## config.mk

```make
export PLATFORM = sky130hd
export DESIGN_NAME = adc_frame_reader
export DESIGN_NICKNAME = d
export VERILOG_FILES = /design/src/rtl/adc_reader_pkg.sv /design/src/rtl/adc_reader_ctrl.sv /design/src/rtl/adc_reader_dp.sv /design/src/rtl/adc_frame_reader.sv
export SDC_FILE = /design/constraint.sdc
export NUM_CORES = 1
export LEC_CHECK = 0
export CAP_MARGIN = 25
export CORE_MARGIN = 3
export CORE_UTILIZATION = 35
export DETAILED_ROUTE_END_ITERATION = 16
export SETUP_SLACK_MARGIN = 0.4
export SLEW_MARGIN = 20
export SYNTH_ARGS = -nofsm -noshare
export SYNTH_HDL_FRONTEND = slang
export SYNTH_SLANG_ARGS = --single-unit
```

## constraint.sdc

```tcl
create_clock -name clk -period 2.5 [get_ports clk]
set_input_delay 0.25 -clock clk [delete_from_list [all_inputs] [get_ports clk]]
set_output_delay 0.25 -clock clk [all_outputs]
set_load 0.02 [all_outputs]
```

## src/rtl/adc_reader_pkg.sv

```systemverilog
`timescale 1ns/1ps
package adc_reader_pkg;
  localparam int RES_W      = 24;
  localparam int SUB_W      = 5;
  localparam int FRAME_BITS = 3 + RES_W + SUB_W;
  localparam int POS_DUMMY  = FRAME_BITS - 2;
  localparam int POS_SIGN   = FRAME_BITS - 3;
  localparam int POS_MSB    = FRAME_BITS - 4;

  typedef enum logic [2:0] {
    ST_PWRUP, ST_IDLE, ST_POLL, ST_SHIFT, ST_DONE
  } readerState_t;

  typedef struct packed {
    logic shift;
    logic latch;
  } dpCtl_t;
endpackage

```

## src/rtl/adc_reader_ctrl.sv

```systemverilog
`timescale 1ns/1ps
module adc_reader_ctrl
  import adc_reader_pkg::*;
#(
  parameter int CLK_DIV        = 4,
  parameter int TIMEOUT_CYCLES = 100000,
  parameter int POWERUP_CYCLES = 200000
) (
  input  logic   clk,
  input  logic   rstN,
  input  logic   startReq,
  input  logic   sdoIn,
  output logic   csN,
  output logic   sclk,
  output logic   busy,
  output logic   timeoutErr,
  output dpCtl_t dpCtl
);
  localparam int DIV_W = $clog2(CLK_DIV) + 1;
  localparam int TO_W  = $clog2(TIMEOUT_CYCLES) + 1;
  localparam int PWR_W = $clog2(POWERUP_CYCLES) + 1;
  localparam int BIT_W = $clog2(FRAME_BITS) + 1;
  localparam logic [DIV_W-1:0] DIV_LAST = DIV_W'(CLK_DIV - 1);
  localparam logic [TO_W-1:0]  TO_LAST  = TO_W'(TIMEOUT_CYCLES - 1);
  localparam logic [PWR_W-1:0] PWR_LAST = PWR_W'(POWERUP_CYCLES - 1);
  localparam logic [BIT_W-1:0] BIT_LAST = BIT_W'(FRAME_BITS - 1);

  readerState_t state;
  logic [DIV_W-1:0] divCnt;
  logic [TO_W-1:0]  waitCnt;
  logic [PWR_W-1:0] pwrCnt;
  logic [BIT_W-1:0] bitCnt;
  logic             divEnd;

  assign divEnd = (divCnt == DIV_LAST);

  always_ff @(posedge clk) begin
    if (!rstN) begin
      state      <= ST_PWRUP;
      divCnt     <= '0;
      waitCnt    <= '0;
      pwrCnt     <= '0;
      bitCnt     <= '0;
      sclk       <= 1'b0;
      timeoutErr <= 1'b0;
    end else begin
      case (state)
        ST_PWRUP: begin
          if (pwrCnt == PWR_LAST) state <= ST_IDLE;
          else pwrCnt <= pwrCnt + 1'b1;
        end
        ST_IDLE: begin
          if (startReq) begin
            state      <= ST_POLL;
            waitCnt    <= '0;
            timeoutErr <= 1'b0;
          end
        end
        ST_POLL: begin
          if (!sdoIn) begin
            state  <= ST_SHIFT;
            divCnt <= '0;
            bitCnt <= '0;
          end else if (waitCnt == TO_LAST) begin
            state      <= ST_IDLE;
            timeoutErr <= 1'b1;
          end else begin
            waitCnt <= waitCnt + 1'b1;
          end
        end
        ST_SHIFT: begin
          if (divEnd) begin
            divCnt <= '0;
            sclk   <= !sclk;
            if (!sclk) begin
              if (bitCnt == BIT_LAST) state <= ST_DONE;
              else bitCnt <= bitCnt + 1'b1;
            end
          end else begin
            divCnt <= divCnt + 1'b1;
          end
        end
        ST_DONE: begin
          sclk  <= 1'b0;
          state <= ST_IDLE;
        end
        default: state <= ST_IDLE;
      endcase
    end
  end

  always_comb begin
    dpCtl.shift = (state == ST_SHIFT) && divEnd && !sclk;
    dpCtl.latch = (state == ST_DONE);
    csN         = !(state == ST_POLL || state == ST_SHIFT || state == ST_DONE);
    busy        = (state != ST_IDLE);
  end
endmodule

```

## src/rtl/adc_reader_dp.sv

```systemverilog
`timescale 1ns/1ps
module adc_reader_dp
  import adc_reader_pkg::*;
(
  input  logic             clk,
  input  logic             rstN,
  input  logic             sdoIn,
  input  dpCtl_t           dpCtl,
  output logic             resultValid,
  output logic [RES_W-1:0] resultData,
  output logic [SUB_W-1:0] subLsb,
  output logic             signPos,
  output logic             overRange,
  output logic             underRange,
  output logic             frameErr
);
  logic [FRAME_BITS-1:0] shiftReg;

  always_ff @(posedge clk) begin
    if (!rstN) begin
      shiftReg    <= '0;
      resultValid <= 1'b0;
      resultData  <= '0;
      subLsb      <= '0;
      signPos     <= 1'b0;
      overRange   <= 1'b0;
      underRange  <= 1'b0;
      frameErr    <= 1'b0;
    end else begin
      if (dpCtl.shift) shiftReg <= {shiftReg[FRAME_BITS-2:0], sdoIn};
      resultValid <= dpCtl.latch;
      if (dpCtl.latch) begin
        resultData <= shiftReg[POS_MSB -: RES_W];
        subLsb     <= shiftReg[SUB_W-1:0];
        signPos    <= shiftReg[POS_SIGN];
        overRange  <= shiftReg[POS_SIGN] && shiftReg[POS_MSB];
        underRange <= !shiftReg[POS_SIGN] && !shiftReg[POS_MSB];
        frameErr   <= shiftReg[POS_DUMMY];
      end
    end
  end
endmodule

```

## src/rtl/adc_frame_reader.sv

```systemverilog
`timescale 1ns/1ps
module adc_frame_reader
  import adc_reader_pkg::*;
#(
  parameter int CLK_DIV        = 4,
  parameter int TIMEOUT_CYCLES = 100000,
  parameter int POWERUP_CYCLES = 200000
) (
  input  logic             clk,
  input  logic             rstN,
  input  logic             startReq,
  input  logic             sdoIn,
  output logic             csN,
  output logic             sclk,
  output logic             busy,
  output logic             resultValid,
  output logic [RES_W-1:0] resultData,
  output logic [SUB_W-1:0] subLsb,
  output logic             signPos,
  output logic             overRange,
  output logic             underRange,
  output logic             frameErr,
  output logic             timeoutErr
);
  dpCtl_t dpCtl;

  adc_reader_ctrl #(
    .CLK_DIV(CLK_DIV), .TIMEOUT_CYCLES(TIMEOUT_CYCLES), .POWERUP_CYCLES(POWERUP_CYCLES)
  ) ctrl (
    .clk(clk), .rstN(rstN), .startReq(startReq), .sdoIn(sdoIn),
    .csN(csN), .sclk(sclk), .busy(busy), .timeoutErr(timeoutErr), .dpCtl(dpCtl)
  );

  adc_reader_dp dp (
    .clk(clk), .rstN(rstN), .sdoIn(sdoIn), .dpCtl(dpCtl),
    .resultValid(resultValid), .resultData(resultData), .subLsb(subLsb),
    .signPos(signPos), .overRange(overRange), .underRange(underRange), .frameErr(frameErr)
  );
endmodule

```

==> results of run 1 <==
layout make-up:
| class | count | area [um2] | area share |
|---|---|---|---|
| clock buffer | 17 | 425 | 0.0712 |
| clock inverter | 15 | 145 | 0.0243 |
| inverter | 6 | 22.5 | 0.00377 |
| multi-input combinational | 358 | 2320 | 0.388 |
| sequential | 116 | 2330 | 0.389 |
| tap | 176 | 220 | 0.0369 |
| timing repair buffer | 53 | 514 | 0.0861 |
layout by cell type, fill, tap and decap left out, types with 6 or more instances in the layout:
| cell | n |
|---|---|
| dfxtp_1 | 113 |
| xor2_1 | 16 |
| nand3_1 | 22 |
| and2_1 | 21 |
| inv_6 | 6 |
| nor3_1 | 7 |
| nand2_1 | 89 |
| a21oi_1 | 9 |
| inv_1 | 6 |
| o21ai_0 | 7 |
| a22o_1 | 32 |
| nand4_1 | 10 |
| xnor2_1 | 14 |
| clkbuf_16 | 17 |
| a21boi_0 | 36 |
| clkdlybuf4s50_1 | 39 |
| nor2_1 | 21 |
| buf_4 | 11 |
final timing paths:
kind | slack (ns) | from | end | depth (start not counted)
setup / recovery | 0.54 | ctrl.pwrCnt[18]$_SDFFE_PN0P_ | ctrl.pwrCnt[5]$_SDFFE_PN0P_ | 5
hold / removal | 0.44 | ctrl.divCnt[2]$_SDFFE_PN0P_ | ctrl.divCnt[2]$_SDFFE_PN0P_ | 2
setup reg to reg | 0.54 | ctrl.pwrCnt[18]$_SDFFE_PN0P_ | ctrl.pwrCnt[5]$_SDFFE_PN0P_ | 5
hold reg to reg | 0.44 | ctrl.divCnt[2]$_SDFFE_PN0P_ | ctrl.divCnt[2]$_SDFFE_PN0P_ | 2
per-layer routing:
layer  wire [um]  vias up  GRT usage
met3         479       10     0.0447
li1            -     1884          -
met4          95        0     0.0420
met2        4600       84      0.232
met1        4740     1729      0.175
met5           0        -          0
state kept, by name, indices dropped and copies added, names as in the netlist, 3 cells and up:
register       cells
dp.shiftReg       31
dp.resultData     24
ctrl.pwrCnt       19
ctrl.waitCnt      18
ctrl.bitCnt        6
dp.subLsb          5
ctrl.divCnt        3
ctrl.state         3
logic make-up after synthesis:
family	share of synthesized area
simple gates	0.237
fa+ha+maj	0.0105
xor+xnor	0.0550
flops	0.487
buf+inv	0.0317
mux	0.00210
compound gates	0.177
what timing repair did:
action,CTS,global route
pin swaps,0,2
hold buffers,0,0
setup endpoints to repair,3,9
buffers inserted,0,0
gates resized for setup,6,2
synthesized netlist by cell type (all sizes together), types with 2 or more instances:
library cell	count	area, um2
clkbuf	20	75.1
o31ai	2	15.0
nand2b	4	25.0
nand2	89	334
a21oi	11	62.6
nor2	22	82.6
ha	4	50.1
or3	4	25.0
nor4	4	46.3
and4	2	17.5
and2	21	131
or4	6	48.8
a31o	2	17.5
xor2	16	140
xnor2	14	123
a22o	32	280
o221a	2	22.5
nor3	10	60.1
dfxtp	116	2320
nand4	10	62.6
and3	5	31.3
buf	10	53.8
inv	6	22.5
or4b	2	20.0
nor2b	5	31.3
a31oi	4	25.0
a2111oi	3	38.8
a211oi	3	22.5
o21ai	8	40.0
a21boi	37	278
nand3	22	110
nand4bb	2	38.8
through the flow:
| step | total power (W) | hold WS, ns | instances | cell area [um2] |
|---|---|---|---|---|
| detailed placement | 0.00196 | 0.439 | 709 | 5380 |
| floorplan | 0.00194 | 0.395 | 510 | 4770 |
| finish | 0.00425 | 0.442 | 741 | 5970 |
| CTS | 0.00430 | 0.447 | 741 | 5960 |
| global placement | 0.00196 | 0.434 | 709 | 5380 |
| global route | 0.00439 | 0.473 | 741 | 5970 |
power breakdown:
part           switching [W]  internal (W)
combinational      0.0000381     0.0000258
sequential        0.00000512       0.00185
clock               0.000937       0.00139
total               0.000980       0.00327
worst min-delay path, cell delays in order (launching register included):
cell,delay (ns)
dfxtp_1,0.32
nand2_1,0.05
nor2_1,0.03
==> metrics.md, run 1 <==
| Metric | Value |
|---|---|
| Run status | finished clean |
| Router iterations before antenna repair | 4 |
| Synthesized cell area | 0.00477 mm2 |
| Number of synthesis warnings | 0 |
| Largest net degree at the start of global routing | 57 |
| Slowest stage cell, crit path | or4_4 |
| Share of cells above drive strength 1 | 0.117 |
| Boundary Pins | 42 |
| Critical path type | register to register |
| Clock period minus final worst setup slack | 1.96 ns |
| RSZ-0062 raised after global routing | no |
| Global routing usage summed across all routing layers | 0.140 |
| Clock slew at the register clock pins of the worst setup and hold paths | 0.06 ns |
| GP Congestion | 0.876 |
| Startpoint type of the worst setup path | register |
| Worst max-slew margin expressed relative to the limit | 0.627 |
| Worst-path cell chain | or4_4 -> nor4_4 -> a2111oi_0 -> xor2_1 -> and2_1 |
| First-pass GRT wire length | 17,100 um |
| Share of the yosys chip area belonging to registers | 0.487 |
| Worst-case clock skew | 0.00683 ns |
| Clock Sink Count | 116 |
| Via/cell ratio | 5.00 |
| Upper clock frequency limit | 509 MHz |
| Reported leakage power | 2.13 nW |
| Nets in the synthesized netlist | 518 |
| Post-Route Utilization | 0.449 |
| CP top delay family | simple AND/OR/NAND/NOR gates |
| Maximum resistive drop on vdd | 0.377 mV |
| Worst Setup Slack post-DPL | 0.341 ns |
| Count of standard-cell rows | 42 |
| Diodes inserted | 0 |
| Max Fanout on Critical Path | 6 |
| Required time at the endpoint of the critical path | 2.80 ns |
| Number of flops mapped to enable cells by yosys | 0 |
| FILL cells | 1,269 |
| Die height | 123 um |
| Antenna Violating Nets Remaining | 0 |
| FFs w/ async S/R, synth | 0 |
| Congestion Overflow GR | 0 |
| Average wire per cell in the routed design | 13.4 um |
| Maximum clock insertion buffer count | 2 |
| Via count of the routed design | 3,707 |
| Vias in the first global route | 3,662 |
| Number of antenna violations at the first check in global routing | 0 |
| Number of max-slew violations in the final report | 0 |
| Final number of setup-violating endpoints | 0 |
| Count of buffer and inverter cells on the critical path | 0 |
| Post-layout worst setup margin | 0.535 ns |
| Inserted Clock Buffers | 17 |
| Aggregate negative setup slack | 0 ns |
| DR DRC count | 0 |
| Most common flop cell mapped by yosys | dfxtp_1 |
| Detailed placer's ending HPWL | 6450 um |
| Syn-to-layout area delta | 25.1% |
| Starting density of the core | 0.359 |
| Type of the tightest min-delay check | register to register |
| FF+latch count, synth | 116 |
| Post-layout net count | 560 |
| Post-Syn Instances | 510 |
| Die ar. | 0.0151 mm2 |
| Ratio of total power to cell area | 712 mW/mm2 |
| Wire length reported by the detailed router | 9910 um |
| Highest cell delay on the worst timing path | 0.55 ns |
| Worst-margin pin slew | 0.555 ns |
| Buffer cell driving the clock tree root | clkbuf_16 |
| Worst path arrival time | 2.26 ns |
| Fraction of the cycle the final worst path needs | 0.786 |
| Number of violations of the max-capacitance limit | 0 |
| Count of buffers inserted at the top-level ports | 41 |
| Average cell area after synthesis | 9.36 um2 |
| Endpoint type of the worst setup path | register |
| CTS tree | done |
| Core box area | 0.0133 mm2 |
| Final hold viol count | 0 |
| Drt first-iter violations | 192 |
| Clock insertion delay at the later pin of the skew report | 0.40 ns |
| H-tree levels | 4 |
| Horizontal die dimension | 123 um |
| Number of distinct library cells after synthesis | 56 |
(Power assumes the default switching activity.)
==> inputs of run 2 (changes only) <==
- clock period: 2.5 -> 1.6 ns (I/O delays scaled with it)
==> run 2 against run 1 <==
Net effect: die area stayed put; non-clock buffer count is 122 higher; first-iteration DRC count is 19% higher; core utilization is 17 points higher; final area is 38% higher; critical path depth is 1 higher; largest power group unchanged; global-route usage is 4.1 points higher; critical path type unchanged; flip-flop and latch count stayed put; sequential share of layout area is 10 points lower; cell count is 16% higher; the run now ends with negative setup slack left; sequential power is 55% higher.
==> metrics.md, run 2 (same netlist as run 1, synthesis figures left out) <==
| Metric | Value |
|---|---|
| Starting density of the core | 0.359 |
| Startpoint type of the worst setup path | register |
| Number of flip-flops under the largest register name | 31 |
| Number of antenna violations at the first check in global routing | 0 |
| Final hold viol count | 0 |
| Ratio of total power to cell area | 853 mW/mm2 |
| Buffer cell driving the clock tree root | clkbuf_16 |
| First-pass GRT wire length | 21,200 um |
| Hold Path Stages | 2 |
| Router iterations before antenna repair | 4 |
| Number of violations of the max-capacitance limit | 0 |
| Total cell area at the placement stage | 0.00611 mm2 |
| Clock period minus final worst setup slack | 1.80 ns |
| H-tree levels | 4 |
| Vias in the first global route | 4,332 |
| Horizontal die dimension | 123 um |
| Final number of setup-violating endpoints | 88 |
| Drt first-iter violations | 228 |
| Total power after layout | 0.00701 W |
| Global routing usage summed across all routing layers | 0.182 |
| Number of max-slew violations in the final report | 0 |
| Boundary Pins | 42 |
| Type of the tightest min-delay check | input pin to register |
| Clock Sink Count | 116 |
| Number of hold-repair buffers added at the cts stage | 0 |
| Critical path type | register to register |
| Inserted Clock Buffers | 17 |
| Largest registers | dp.shiftReg: 31 flops, dp.resultData: 24 flops, ctrl.pwrCnt: 19 flops |
| RSZ-0062 raised after global routing | yes |
| Via/cell ratio | 5.18 |
| CTS tree | done |
| Count of buffers inserted at the top-level ports | 41 |
| Reported leakage power | 3.55 nW |
| Post-layout worst setup margin | -0.196 ns |
| Die ar. | 0.0151 mm2 |
| Endpoint type of the worst setup path | register |
| Violations in the final reports | negative setup slack |
| Upper clock frequency limit | 557 MHz |
| Wire length reported by the detailed router | 14,900 um |
| Area of all sequential standard cells | 0.00236 mm2 |
| Worst slack on hold paths | 0.147 ns |
| Maximum resistive drop on vdd | 0.637 mV |
| Count of standard-cell rows | 42 |
| DR DRC count | 0 |
| Worst-margin pin slew | 0.397 ns |
| Leading cell type in the layout, fill and taps excluded | dfxtp_1 |
| Diodes inserted | 0 |
| Commonest cells after routing, fill and taps aside | dfxtp_1 (98), buf_4 (76), nand2_4 (37) |
| Length in cells of the worst reg-to-reg path | 6 |
| Post-layout net count | 682 |
| Required time at the endpoint of the critical path | 1.91 ns |
| Die height | 123 um |
| Clock insertion delay at the later pin of the skew report | 0.42 ns |
| Reg with most FFs | dp.shiftReg |
| Detailed placer's ending HPWL | 7510 um |
| Final Cell Area | 0.00822 mm2 |
| Run status | finished with violations |
| FILL cells | 997 |
| Core box area | 0.0133 mm2 |
| Max Fanout on Critical Path | 6 |
| Clock slew at the register clock pins of the worst setup and hold paths | 0.06 ns |
| Maximum clock insertion buffer count | 2 |
| Share of cells above drive strength 1 | 0.547 |
| Worst path arrival time | 2.11 ns |
| Area occupied by multi-input gates | 0.00320 mm2 |
| Fraction of the cycle the final worst path needs | 1.12 |
| Worst max-slew margin expressed relative to the limit | 0.733 |
| Largest net degree at the start of global routing | 34 |
| Worst Setup Slack post-DPL | -0.324 ns |
| Worst-case clock skew | 0.00983 ns |
| Syn-to-layout area delta | 72.3% |
| GP Congestion | 0.906 |
| Post-Route Utilization | 0.618 |
| Congestion Overflow GR | 0 |
| Via count of the routed design | 4,461 |
| Antenna Violating Nets Remaining | 0 |
| Average wire per cell in the routed design | 17.3 um |
[run 2: cell count changes in the layout (fill, tap and decap cells not counted), moves of 15 or more]
cell / before / now
buf_4: 11 / 76
nand2_1: 89 / 29
clkdlybuf4s50_1: 39 / 2
nand2_4: 0 / 37
a21boi_0: 36 / 0
buf_6: 0 / 33
buf_2: 0 / 31
a21boi_2: 0 / 23
nand2_2: 0 / 23
dfxtp_1: 113 / 98
[run 2: report_power, final]
group	internal (W)	switching [W]	total [W]
registers	0.00289	0.00000344	0.00289
clock network	0.00260	0.00132	0.00392
logic	0.000106	0.0000937	0.000199
[run 2: final timing paths]
| check | end | from | slack, ns |
|---|---|---|---|
| worst max-delay path | ctrl.pwrCnt[0]$_SDFFE_PN0P_ | ctrl.pwrCnt[7]$_SDFFE_PN0P_ | -0.20 |
| worst min-delay path | ctrl.pwrCnt[14]$_SDFFE_PN0P_ | rstN | 0.15 |
| worst max register to register | ctrl.pwrCnt[0]$_SDFFE_PN0P_ | ctrl.pwrCnt[7]$_SDFFE_PN0P_ | -0.20 |
| worst min register to register | dp.overRange$_SDFFE_PN0P_ | dp.overRange$_SDFFE_PN0P_ | 0.48 |
[run 2: per-layer routing]
| layer | track usage | part of all wire |
|---|---|---|
| met2 | 0.316 | 0.52 |
| met3 | 0.0512 | 0.041 |
| met4 | 0.0588 | 0.020 |
| met5 | 0 | 0 |
| met1 | 0.215 | 0.42 |
[run 2: layout make-up]
class                           count  share of cell area
Multi-Input combinational cell    358               0.389
Sequential cell                   116               0.287
Timing Repair Buffer              175               0.219
Clock buffer                       22              0.0590
Tap cell                          176              0.0268
Clock inverter                      8              0.0151
Inverter                            6             0.00365
[run 2: stage by stage]
stage	setup TNS, ns	instances
finish	-7.01	861
global route	-12.66	861
CTS	-4.25	844
detailed placement	-10.59	778
global placement	-7.67	778
floorplan	-2.17	510
[run 2: repair_timing]
| item | CTS | global route |
|---|---|---|
| resized for setup | 292 | 139 |
| hold endpoints to repair | 0 | 0 |
| endpoints found under the setup margin | 154 | 140 |
| setup buffers | 24 | 14 |
| pin swaps | 95 | 110 |
| gates cloned | 12 | 3 |
[run 2: critical path, cell delays in order (launching register included)]
cell     delay (ns)
dfxtp_2        0.32
or4b_4         0.54
nor4_4         0.23
buf_6          0.18
a21oi_4        0.09
xor2_1         0.17
and2_1         0.16
